**config.mk**
```make
export PLATFORM = sky130hd
export DESIGN_NAME = csr_perm_check
export DESIGN_NICKNAME = d
export VERILOG_FILES = /design/src/rtl/csr_perm_pkg.sv /design/src/rtl/csr_perm_classify.sv /design/src/rtl/csr_perm_tcmp_gate.sv /design/src/rtl/csr_perm_stateen_gate.sv /design/src/rtl/csr_perm_check.sv
export SDC_FILE = /design/constraint.sdc
export NUM_CORES = 1
export LEC_CHECK = 0
export BUFFER_PORTS_ARGS = -buffer_cell sky130_fd_sc_hd__buf_2
export CAP_MARGIN = 20
export CORE_AREA = 5 5 42 44
export DETAILED_ROUTE_END_ITERATION = 6
export DIE_AREA = 0 0 47 49
export GPL_ROUTABILITY_DRIVEN = 0
export GPL_TIMING_DRIVEN = 0
export PLACE_DENSITY = 0.73
export SLEW_MARGIN = 20
export SYNTH_ARGS = -nofsm -noshare
export SYNTH_HDL_FRONTEND = slang
export SYNTH_SLANG_ARGS = --single-unit
export TNS_END_PERCENT = 5
```
**constraint.sdc**
```tcl
create_clock -name vclk -period 1.4
set_input_delay 0 -clock vclk [all_inputs]
set_output_delay 0 -clock vclk [all_outputs]
set_load 0.01 [all_outputs]
```
**src/rtl/csr_perm_pkg.sv**
```systemverilog
package csr_perm_pkg;

    localparam int ADDR_W     = 12;
    localparam int VER_W      = 2;
    localparam int STATEEN_N  = 4;
    localparam int IDX_W      = 4;
    localparam int PMP_ODD_LIM = 4;

    localparam logic [VER_W-1:0] VER_BASE = 2'd0;
    localparam logic [VER_W-1:0] VER_NEW  = 2'd2;

    typedef enum logic [1:0] {
        RES_OK      = 2'b00,
        RES_ILLEGAL = 2'b01,
        RES_VIRT    = 2'b10
    } perm_res_e;

    typedef enum logic [1:0] {
        LVL_U = 2'b00,
        LVL_S = 2'b01,
        LVL_M = 2'b11
    } priv_lvl_e;

    typedef enum logic [3:0] {
        K_NONE,
        K_ANY,
        K_SMODE,
        K_HMODE,
        K_TCMP,
        K_SEN_S,
        K_SEN_H,
        K_SEN_M,
        K_PMPCFG,
        K_PMPADDR
    } csr_kind_e;

    typedef struct packed {
        csr_kind_e         kind;
        logic              hi_half;
        logic              via_hyp;
        logic [IDX_W-1:0]  idx;
        logic [VER_W-1:0]  min_ver;
    } csr_class_t;

    typedef struct packed {
        logic smode;
        logic hmode;
        logic sstc;
        logic timesrc;
        logic stateen;
        logic pmp;
    } feat_t;

    function automatic logic in_range(input logic [ADDR_W-1:0] a,
                                      input logic [ADDR_W-1:0] lo,
                                      input logic [ADDR_W-1:0] hi);
        return (a >= lo) && (a <= hi);
    endfunction

    function automatic logic is_read_only(input logic [ADDR_W-1:0] a);
        return a[ADDR_W-1 -: 2] == 2'b11;
    endfunction

endpackage

```
**src/rtl/csr_perm_classify.sv**
```systemverilog
module csr_perm_classify
    import csr_perm_pkg::*;
(
    input  logic [ADDR_W-1:0] addr,
    output csr_class_t        cls
);
    always_comb begin
        cls         = '0;
        cls.kind    = K_NONE;
        cls.idx     = addr[IDX_W-1:0];
        cls.min_ver = VER_BASE;
        if (addr == 12'h300 || addr == 12'h340 || in_range(addr, 12'hF11, 12'hF14)) begin
            cls.kind = K_ANY;
        end else if (addr == 12'h140) begin
            cls.kind = K_SMODE;
        end else if (addr == 12'h600) begin
            cls.kind = K_HMODE;
        end else if (addr == 12'h14D || addr == 12'h15D ||
                     addr == 12'h24D || addr == 12'h25D) begin
            cls.kind    = K_TCMP;
            cls.hi_half = addr[4];
            cls.via_hyp = addr[9];
            cls.min_ver = VER_NEW;
        end else if (in_range(addr, 12'h10C, 12'h10F)) begin
            cls.kind    = K_SEN_S;
            cls.min_ver = VER_NEW;
        end else if (in_range(addr, 12'h60C, 12'h60F) || in_range(addr, 12'h61C, 12'h61F)) begin
            cls.kind    = K_SEN_H;
            cls.hi_half = addr[4];
            cls.min_ver = VER_NEW;
        end else if (in_range(addr, 12'h30C, 12'h30F) || in_range(addr, 12'h31C, 12'h31F)) begin
            cls.kind    = K_SEN_M;
            cls.hi_half = addr[4];
            cls.min_ver = VER_NEW;
        end else if (in_range(addr, 12'h3A0, 12'h3AF)) begin
            cls.kind = K_PMPCFG;
        end else if (in_range(addr, 12'h3B0, 12'h3BF)) begin
            cls.kind = K_PMPADDR;
        end
    end
endmodule

```
**src/rtl/csr_perm_tcmp_gate.sv**
```systemverilog
module csr_perm_tcmp_gate
    import csr_perm_pkg::*;
(
    input  csr_class_t cls,
    input  feat_t      feat,
    input  priv_lvl_e  lvl,
    input  logic       virt,
    input  logic       dbg,
    input  logic       rv32,
    input  logic       m_tm,
    input  logic       m_stce,
    input  logic       h_tm,
    input  logic       h_stce,
    output perm_res_e  res
);
    logic mode_ok;
    assign mode_ok = cls.via_hyp ? feat.hmode : feat.smode;

    always_comb begin
        if (!feat.sstc || !feat.timesrc)      res = RES_ILLEGAL;
        else if (cls.hi_half && !rv32)        res = RES_ILLEGAL;
        else if (!mode_ok)                    res = RES_ILLEGAL;
        else if (dbg)                         res = RES_OK;
        else if (lvl == LVL_M)                res = RES_OK;
        else if (!(m_tm && m_stce))           res = RES_ILLEGAL;
        else if (virt && !(h_tm && h_stce))   res = RES_VIRT;
        else                                  res = RES_OK;
    end
endmodule

```
**src/rtl/csr_perm_stateen_gate.sv**
```systemverilog
module csr_perm_stateen_gate
    import csr_perm_pkg::*;
(
    input  csr_class_t           cls,
    input  feat_t                feat,
    input  priv_lvl_e            lvl,
    input  logic                 dbg,
    input  logic                 rv32,
    input  logic [STATEEN_N-1:0] m_top,
    output perm_res_e            res
);
    localparam int SEL_W = $clog2(STATEEN_N);

    logic mode_ok;
    logic top_set;

    assign mode_ok = (cls.kind == K_SEN_H) ? feat.hmode :
                     (cls.kind == K_SEN_S) ? feat.smode : 1'b1;
    assign top_set = m_top[cls.idx[SEL_W-1:0]];

    always_comb begin
        if (!feat.stateen)                           res = RES_ILLEGAL;
        else if (cls.hi_half && !rv32)               res = RES_ILLEGAL;
        else if (cls.kind == K_SEN_M)                res = RES_OK;
        else if (!mode_ok)                           res = RES_ILLEGAL;
        else if (dbg)                                res = RES_OK;
        else if (lvl != LVL_M && !top_set)           res = RES_ILLEGAL;
        else                                         res = RES_OK;
    end
endmodule

```
**src/rtl/csr_perm_check.sv**
```systemverilog
module csr_perm_check
    import csr_perm_pkg::*;
(
    input  logic [11:0] csr_addr,
    input  logic        wr_intent,
    input  logic [1:0]  priv_mode,
    input  logic        virt_mode,
    input  logic        dbg_access,
    input  logic        xlen32,
    input  logic [1:0]  impl_ver,
    input  logic        en_csr_insn,
    input  logic        en_smode,
    input  logic        en_hmode,
    input  logic        en_sstc,
    input  logic        time_present,
    input  logic        en_stateen,
    input  logic        en_pmp,
    input  logic        mcnt_tm,
    input  logic        menv_stce,
    input  logic        hcnt_tm,
    input  logic        henv_stce,
    input  logic [3:0]  mstateen_top,
    output logic [1:0]  verdict
);
    csr_class_t cls;
    feat_t      feat;
    priv_lvl_e  lvl;
    perm_res_e  tcmp_res;
    perm_res_e  sen_res;
    perm_res_e  pred_res;
    perm_res_e  final_res;

    assign feat = '{smode: en_smode, hmode: en_hmode, sstc: en_sstc,
                    timesrc: time_present, stateen: en_stateen, pmp: en_pmp};
    assign lvl  = priv_lvl_e'(priv_mode);

    csr_perm_classify u_classify (
        .addr (csr_addr),
        .cls  (cls)
    );

    csr_perm_tcmp_gate u_tcmp (
        .cls    (cls),
        .feat   (feat),
        .lvl    (lvl),
        .virt   (virt_mode),
        .dbg    (dbg_access),
        .rv32   (xlen32),
        .m_tm   (mcnt_tm),
        .m_stce (menv_stce),
        .h_tm   (hcnt_tm),
        .h_stce (henv_stce),
        .res    (tcmp_res)
    );

    csr_perm_stateen_gate u_stateen (
        .cls   (cls),
        .feat  (feat),
        .lvl   (lvl),
        .dbg   (dbg_access),
        .rv32  (xlen32),
        .m_top (mstateen_top),
        .res   (sen_res)
    );

    always_comb begin
        unique case (cls.kind)
            K_ANY:     pred_res = RES_OK;
            K_SMODE:   pred_res = feat.smode ? RES_OK : RES_ILLEGAL;
            K_HMODE:   pred_res = feat.hmode ? RES_OK : RES_ILLEGAL;
            K_TCMP:    pred_res = tcmp_res;
            K_SEN_S,
            K_SEN_H,
            K_SEN_M:   pred_res = sen_res;
            K_PMPCFG: begin
                if (!feat.pmp)
                    pred_res = RES_ILLEGAL;
                else if (!xlen32 && cls.idx[0] && (int'(cls.idx) < PMP_ODD_LIM))
                    pred_res = RES_ILLEGAL;
                else
                    pred_res = RES_OK;
            end
            K_PMPADDR: pred_res = feat.pmp ? RES_OK : RES_ILLEGAL;
            default:   pred_res = RES_ILLEGAL;
        endcase
    end

    always_comb begin
        if (!en_csr_insn)                            final_res = RES_ILLEGAL;
        else if (impl_ver < cls.min_ver)             final_res = RES_ILLEGAL;
        else if (wr_intent && is_read_only(csr_addr)) final_res = RES_ILLEGAL;
        else                                         final_res = pred_res;
    end

    assign verdict = final_res;
endmodule

```
==> results.cfg <==
[synth]
yosysUniqueCellTypes = 35
synth_area_leaders = nor4_1 (6.6%), mux4_1 (5.6%), nand4b_1 (5.6%), nand3_1 (5.3%), a211oi_1 (4.8%)
synthCells = 63
synthesis.area_um2 = 472
yosysSeqAreaShare_pct = 0
synth_top_cell_area_share_pct = 6.63
ys_warn_count = 0
yosys.area.top_type = nor4_1
postSynthAreaPerCell_um2 = 7.49
synthesis.nets = 98

[setup_path]
critPathKind = input port to output pin
cp.arrival_ps = 1650
cp_max_fo = 6
worstSetupStartpointType = input port
end_kind = output pin
cp.required_ps = 1400

[final_layout]
final_cell_mix = buf_2 (31), buf_4 (7), nand2_1 (5)
ff_latch_area_um2 = 0
diodes = 0
synthToLayoutAreaGrowth_pct = 69.5
drive_gt1_share_pct = 55.9
seq_cells = 0
finalNetCount = 139
n_clock_buffer = 0
stdcell_area_um2 = 800
utilization_pct = 57.1
final_common_cell = buf_2

[timing]
fmax_mhz = 604
hold_violations = 0
period_needed_ps = 1650
setup_ws_ps = -254
max_slew.worst_pin.slew_ps = 438
tns_ps = -479
post-route-period-util_pct = 118
rsz0062_at_grt = true
slew-limit-headroom_pct = 70.4
whs_ps = 346
drv_slew = 0
setup_violations = 2

[global_route]
grt_usage_pct = 14.5
grt_pass1_wl_um = 2730
antenna_found_initial = 0
gr-total-overflow = 0
grt_pass1_vias = 655
grt_max_degree = 9

[drt]
wl_met1_um = 684
wl_met3_um = 156
drtAntennaViolNets = 0
via_count = 751
highest_layer = met4
drtIter0Drc = 29
vias_per_cell = 6.36
wl_per_cell_um = 17.1
drt_first_pass_iters = 4
met2_length_um = 1170
drc = 0
routed_wl_um = 2020

[flow_run]
cap_violations = 0

[power_and_ir_drop]
p_leak_nw = 0.319
clockPowerShare_pct = 0
powerDensity_nw_per_um2 = 208
combPwrFrac_pct = 100.0
p_int_uw = 81.8
pwr-share-seq_pct = 0
switching_power_uw = 84.9
p_sw_share_pct = 50.9
peakVddDrop_mv = 0.110

[place]
place_area_um2 = 673
dp_hpwl_um = 1390
portBuffers = 35

[hold_path]
hp-start = time_present
hold_class = input port to output pin
hold_end = verdict[1]
min_delay_path_depth = 4

[floorplanning]
die-area_um2 = 2300
fp.coreArea_um2 = 1400
die_w_um = 47
fp.dieH_um = 49
num_rows = 14
initial_core_util_pct = 33.7
io_pins = 37

[clocking]
cts_hold_buf = 0

[status]
violations = setup timing
status = finished with violations
## routing by layer
metal	track usage [%]	up-vias
li1	-	355
met1	19.9	348
met2	24.2	46
met3	1.11	2
met4	2.76	0
met5	0	-
## cell usage after synthesis, types with 2 or more instances
library cell  count
nand2_1           5
o21ai_0           3
nand2b_1          3
nor2_1            2
o211ai_1          2
mux2i_1           2
or3_1             3
nor4b_1           2
nor4bb_1          2
nand4b_1          3
a211oi_1          3
xnor2_1           2
nand3_1           5
nor4_1            5
## how the worst max path moves through the flow
stage,startpoint,end,slack (ps)
final,csr_addr[2],verdict[0],-250
after global routing,csr_addr[2],verdict[0],-370
after CTS,csr_addr[10],verdict[0],-180
after detailed placement,csr_addr[10],verdict[0],-300
after global placement,csr_addr[10],verdict[0],-280
after floorplan,csr_addr[8],verdict[0],-7
## cell families after synthesis
| group | Yosys count | share of synthesized area (%) |
|---|---|---|
| compound gates | 20 | 33.4 |
| buf+inv | 2 | 2.39 |
| mux | 3 | 9.82 |
| simple gates | 36 | 50.7 |
| xor+xnor | 2 | 3.71 |
## what timing repair did
action                                  in CTS  in global routing
hold endpoints to repair                     0                  0
buffers inserted                             2                  2
pin swaps                                    4                  6
resized for setup                            9                 12
endpoints found under the setup margin       2                  2
## power by group through the flow
stage	sequential, mW	clock, mW	combinational (mW)
2_1_floorplan	0	0	0.0570
3_3_place_gp	0	0	0.127
3_5_place_dp	0	0	0.131
4_1_cts	0	0	0.142
5_1_grt	0	0	0.178
6_report	0	0	0.167
## metrics by stage
stage                     std cells  worst slack [ps]  total power, mW
after detailed placement        114              -300            0.131
after global placement          114              -283            0.127
final                           118              -254            0.167
after CTS                       116              -181            0.142
after global routing            118              -366            0.178
after floorplan                  63             -7.18           0.0570
## critical path: stages
cell	delay (ps)
buf_2	150
and4bb_1	240
a31oi_2	200
o21ai_2	140
or3_4	360
or3_1	320
o211ai_1	100
buf_2	160
## area by class of cell
class / instances / area [um^2]
fillers: 140 / 602
multi-input cells: 61 / 546
well taps: 16 / 20.0
repair buffers: 39 / 223
plain buffers: 1 / 7.51
inverters: 1 / 3.75
No activity file was read; power rests on OpenSTA's default activity.
